[config.mk]
export PLATFORM = sky130hd
export DESIGN_NAME = od_line_repeater
export DESIGN_NICKNAME = d
export VERILOG_FILES = /design/src/rtl/lr_pkg.sv /design/src/rtl/lr_sync.sv /design/src/rtl/lr_timer.sv /design/src/rtl/lr_ctrl.sv /design/src/rtl/od_line_repeater.sv
export SDC_FILE = /design/constraint.sdc
export NUM_CORES = 1
export LEC_CHECK = 0
export CAP_MARGIN = 30
export CORE_MARGIN = 2
export CORE_UTILIZATION = 42
export DETAILED_ROUTE_END_ITERATION = 7
export HOLD_SLACK_MARGIN = 0.15
export PLACE_DENSITY = 0.62
export SYNTH_ARGS = -nofsm -noshare
export SYNTH_HDL_FRONTEND = slang
export SYNTH_HIERARCHICAL = 1
export SYNTH_SLANG_ARGS = --single-unit
[constraint.sdc]
create_clock -name clk -period 2.68 [get_ports clk]
set_clock_uncertainty 0.2 [all_clocks]
set_input_delay 0.268 -clock clk [delete_from_list [all_inputs] [get_ports clk]]
set_output_delay 0.268 -clock clk [all_outputs]
set_load 0.005 [all_outputs]
[src/rtl/lr_pkg.sv]
package lr_pkg;
  typedef enum logic [2:0] {
    ST_IDLE,
    ST_WAIT,
    ST_HOLD,
    ST_PULSE,
    ST_SETTLE
  } lr_state_t;

  typedef enum logic {
    SIDE_CARD = 1'b0,
    SIDE_HOST = 1'b1
  } lr_side_t;
endpackage

[src/rtl/lr_sync.sv]
module lr_sync #(
  parameter int STAGES = 2
) (
  input  logic clk,
  input  logic rst,
  input  logic d,
  output logic q
);
  logic [STAGES-1:0] ff;

  generate
    if (STAGES == 1) begin : g_single
      always_ff @(posedge clk) begin
        if (rst) ff <= 1'b1;
        else     ff <= d;
      end
    end else begin : g_chain
      always_ff @(posedge clk) begin
        if (rst) ff <= '1;
        else     ff <= {ff[STAGES-2:0], d};
      end
    end
  endgenerate

  assign q = ff[STAGES-1];
endmodule

[src/rtl/lr_timer.sv]
module lr_timer #(
  parameter int DLY = 20
) (
  input  logic clk,
  input  logic rst,
  input  logic load,
  output logic done
);
  localparam int CW = (DLY < 2) ? 1 : $clog2(DLY);
  logic [CW-1:0] cnt;

  always_ff @(posedge clk) begin
    if (rst)                cnt <= '0;
    else if (load)          cnt <= CW'(DLY - 1);
    else if (cnt != '0)     cnt <= cnt - 1'b1;
  end

  assign done = (cnt == '0);
endmodule

[src/rtl/lr_ctrl.sv]
module lr_ctrl
  import lr_pkg::*;
(
  input  logic clk,
  input  logic rst,
  input  logic en,
  input  logic s_card,
  input  logic s_host,
  input  logic tmr_done,
  output logic tmr_load,
  output logic card_drv_lo,
  output logic card_drv_hi,
  output logic host_drv_lo,
  output logic host_drv_hi
);
  lr_state_t state, state_n;
  lr_side_t  side, side_n;
  logic      prev_card, prev_host;
  logic      fall_card, fall_host, master_high;

  assign fall_card   = prev_card & ~s_card;
  assign fall_host   = prev_host & ~s_host;
  assign master_high = (side == SIDE_CARD) ? s_card : s_host;

  always_comb begin
    state_n = state;
    side_n  = side;
    if (!en) begin
      state_n = ST_IDLE;
    end else begin
      unique case (state)
        ST_IDLE: begin
          if (fall_card) begin
            state_n = ST_WAIT;
            side_n  = SIDE_CARD;
          end else if (fall_host) begin
            state_n = ST_WAIT;
            side_n  = SIDE_HOST;
          end
        end
        ST_WAIT: begin
          if (master_high)   state_n = ST_SETTLE;
          else if (tmr_done) state_n = ST_HOLD;
        end
        ST_HOLD:   if (master_high)       state_n = ST_PULSE;
        ST_PULSE:  if (tmr_done)          state_n = ST_SETTLE;
        ST_SETTLE: if (s_card && s_host)  state_n = ST_IDLE;
        default:   state_n = ST_IDLE;
      endcase
    end
  end

  assign tmr_load = ((state_n == ST_WAIT)  && (state != ST_WAIT)) ||
                    ((state_n == ST_PULSE) && (state != ST_PULSE));

  always_ff @(posedge clk) begin
    if (rst) begin
      state       <= ST_IDLE;
      side        <= SIDE_CARD;
      prev_card   <= 1'b1;
      prev_host   <= 1'b1;
      card_drv_lo <= 1'b0;
      card_drv_hi <= 1'b0;
      host_drv_lo <= 1'b0;
      host_drv_hi <= 1'b0;
    end else begin
      state       <= state_n;
      side        <= side_n;
      prev_card   <= s_card;
      prev_host   <= s_host;
      card_drv_lo <= (state_n == ST_HOLD)  && (side_n == SIDE_HOST);
      card_drv_hi <= (state_n == ST_PULSE) && (side_n == SIDE_HOST);
      host_drv_lo <= (state_n == ST_HOLD)  && (side_n == SIDE_CARD);
      host_drv_hi <= (state_n == ST_PULSE) && (side_n == SIDE_CARD);
    end
  end
endmodule

[src/rtl/od_line_repeater.sv]
module od_line_repeater #(
  parameter int EDGE_DLY    = 20,
  parameter int SYNC_STAGES = 2
) (
  input  logic clk,
  input  logic rst,
  input  logic en,
  input  logic card_in,
  input  logic host_in,
  output logic card_drv_lo,
  output logic card_drv_hi,
  output logic host_drv_lo,
  output logic host_drv_hi
);
  logic s_card, s_host;
  logic tmr_load, tmr_done;

  lr_sync #(.STAGES(SYNC_STAGES)) u_sync_card (
    .clk(clk), .rst(rst), .d(card_in), .q(s_card)
  );

  lr_sync #(.STAGES(SYNC_STAGES)) u_sync_host (
    .clk(clk), .rst(rst), .d(host_in), .q(s_host)
  );

  lr_timer #(.DLY(EDGE_DLY)) u_timer (
    .clk(clk), .rst(rst), .load(tmr_load), .done(tmr_done)
  );

  lr_ctrl u_ctrl (
    .clk(clk), .rst(rst), .en(en),
    .s_card(s_card), .s_host(s_host),
    .tmr_done(tmr_done), .tmr_load(tmr_load),
    .card_drv_lo(card_drv_lo), .card_drv_hi(card_drv_hi),
    .host_drv_lo(host_drv_lo), .host_drv_hi(host_drv_hi)
  );
endmodule

==> impl_results.md <==
- Outcome: finished, final reports clean
- Vias/cell: 4.99
- Final ANT Viol Nets: 0
- Die area: 2280 um^2
- Crit share post-route: 90.1%
- Syn Nets: 82
- Die height: 47.7 um
- Max stage delay on crit path: 0.46 ns
- Crit path launch type: flip-flop
- Synth top area share: 47.4%
- Final Cell Area: 940 um^2
- Hold Crit Class: flip-flop to flip-flop
- Worst-Margin Slew: 0.427 ns
- Synthesized instance count: 76
- Rows: 15
- Hold Fails Final Rpt: 0
- Layout cells sized above 1: 17.0%
- Maxcap violations: 0
- Area Growth Syn to Fin: 17.2%
- Primary FF master, synth: dfxtp_1
- Ant diodes: 0
- Detailed Route WL: 1280 um
- Storage cell area: 380 um^2
- Most common cell on crit path: inv_1
- DR WL/cell: 11.3 um
- Chip width: 47.7 um
- CTS tree: yes
- CP Max Fanout: 7
- Leakage power: 0.339 nW
- Port bufs: 8
- Io pins: 9
- TNS Setup: 0 ns
- Num CTS Buffers: 3
- CP cell instances: inv_1, ha_1, nor4b_4, o21bai_1, a2111oi_2, and3_1, inv_1, a311oi_1
- HPWL after DPL: 975 um
- Initial antenna violation count: 0
- Clock slew at reported path FFs: 0.11 ns
- Vias: 564
- Clk sinks: 19
- Final setup violating endpoints: 0
- CORE AREA: 1760 um^2
- Htree depth: 1
- Post-synth EDFFs: 0
- Ys async rst share: 0%
- Commonest cells after routing, fill and taps aside: dfxtp_1 (19), clkdlybuf4s50_1 (8), a21oi_1 (5)
- Mapped Area: 802 um^2
- WP data arrival: 2.42 ns
- Worst-Skew Late Latency: 0.30 ns
- Congestion Overflow GR: 0
- Crit path kind: flip-flop to flip-flop
- GP Congestion: 0.775
- Largest family of logic cells by synthesized area: simple AND/OR/NAND/NOR gates
- Yosys Warn Count: 6
- CTS root buf: clkbuf_4
- Dpl cell area: 902 um^2
- Area of the multi-input gates: 392 um^2
- Hold-fix buffers, CTS: 0
- Fillers: 183
- Vias in the first global route: 496
- Post-synthesis compound-gate area fraction: 13.4%
- Slew Limit Fails: 0
- Commonest non-fill, non-tap cell in the layout: dfxtp_1
- Max VDD drop: 0.414 mV
- Synth Area in Adders: 1.56%
- Max Root-Sink Buffers: 2
- DRC errors left: 0
- Sequential fraction of the synthesis area: 47.4%
- Top area cells in the synthesized netlist: dfxtp_1 (47%), xnor2_1 (3.3%), a21oi_1 (3.1%)
- Pre-antenna DRT Iters: 4
- Pin count of the biggest net entering global routing: 13
- Mux share of post-synthesis cell area: 1.72%
- Xor/xnor share of the synthesized area: 3.28%
- Min cycle time layout: 2.41 ns
- Seq cells post-synth: 19
- Largest area contributor in the netlist: dfxtp_1
- Critical Path RT: 2.69 ns
- RSZ-0062 raised after global routing: false
- Avg Inst Size Synth: 10.6 um^2
- Normalized max-slew margin: 71.2%
- Power per cell area: 734 nW/um^2
- Netlist cell types: 34
- Post-Synth Simple-Gate Area: 28.9%
- 1st-iter DRT viols: 4
- Starting Density: 45.5%
- CP Capture Type: flip-flop
- Slowest CP cell: a2111oi_2
- Nets: 95
- Overall global routing resource usage: 13.7%
- Max Freq: 0.414 GHz
- First-pass GRT wire length: 2130 um
-- cell usage after synthesis (3+ instances only) --
library cell and number:
inv_1 3, xnor2_1 3, nor2b_1 4, nor4_1 3
dfxtp_1 19, or2_1 4, a21oi_1 5
-- layer usage --
| layer | share of wire, % | routed length (um) | vias to the layer above | track usage, % |
|---|---|---|---|---|
| met2 | 46 | 584 | 7 | 20.0 |
| li1 | - | - | 298 | - |
| met4 | 1.0 | 13 | 0 | 4.86 |
| met3 | 4.0 | 51 | 2 | 5.66 |
| met5 | 0 | 0 | - | 0 |
| met1 | 49 | 630 | 257 | 18.2 |
-- what timing repair did --
item / CTS / global route
buffers inserted: 0 / 1
endpoints found under the setup margin: 0 / 1
gates resized for setup: 0 / 0
-- final timing paths --
kind / to / slack, ns / start / cells past startpoint
setup / recovery: u_timer/cnt[1] / 0.27 / u_timer/cnt[0] / 8
hold / removal: u_sync_card/ff[1] / 0.22 / u_sync_card/ff[0] / 1
setup reg to reg: u_timer/cnt[1] / 0.27 / u_timer/cnt[0] / 8
hold reg to reg: u_sync_card/ff[1] / 0.22 / u_sync_card/ff[0] / 1
-- final cells by class --
class                      count  area share, %
timing repair buffer          10           10.1
tap                           25           3.33
clock buffer                   3           2.40
sequential                    19           40.5
multi-input combinational     52           41.7
inverter                       3           1.20
clock inverter                 1          0.799
-- logic make-up (layout without fill, tap and decap cells) --
kind of cell             Yosys count  in the layout
AO/OA/AOI/OAI                     15             15
XOR/XNOR                           3              3
adder cells (fa/ha/maj)            1              1
buffers and inverters              5             17
flip-flops                        19             19
multiplexers                       1              1
AND/OR/NAND/NOR                   32             32
-- power by group --
part           internal [mW]  total [mW]  switching, mW  leakage [nW]
clock                 0.0569       0.144         0.0869        0.0139
sequential             0.311       0.337         0.0254         0.156
combinational          0.116       0.209         0.0930         0.169
-- state kept, by name (all words and copies together), names as in the netlist --
signal              cells
u_sync_card/ff          2
u_ctrl/card_drv_lo      1
u_ctrl/side             1
u_ctrl/host_drv_lo      1
u_ctrl/host_drv_hi      1
u_ctrl/prev_host        1
u_ctrl/card_drv_hi      1
u_sync_host/ff          2
u_ctrl/prev_card        1
u_ctrl/state            3
u_timer/cnt             5
-- critical path, delay by kind of cell (launching register included) --
family | cells | cell delay (ns)
compound gates | 3 | 0.91
simple gates | 2 | 0.47
flops | 1 | 0.34
fa+ha+maj | 1 | 0.25
buf+inv | 2 | 0.15
-- per-stage QoR --
| step | util, % | hold slack [ns] | power, mW | setup WS, ns | std cells |
|---|---|---|---|---|---|
| floorplan | - | 0.137 | 0.497 | 0.521 | 76 |
| global placement | 51.1 | 0.189 | 0.531 | 0.333 | 108 |
| detailed placement | 51.1 | 0.195 | 0.535 | 0.270 | 108 |
| CTS | 52.8 | 0.224 | 0.683 | 0.227 | 112 |
| global route | 53.3 | 0.241 | 0.736 | 0.00554 | 113 |
| finish | 53.3 | 0.218 | 0.689 | 0.265 | 113 |
Power figures use the tool's default switching activity.
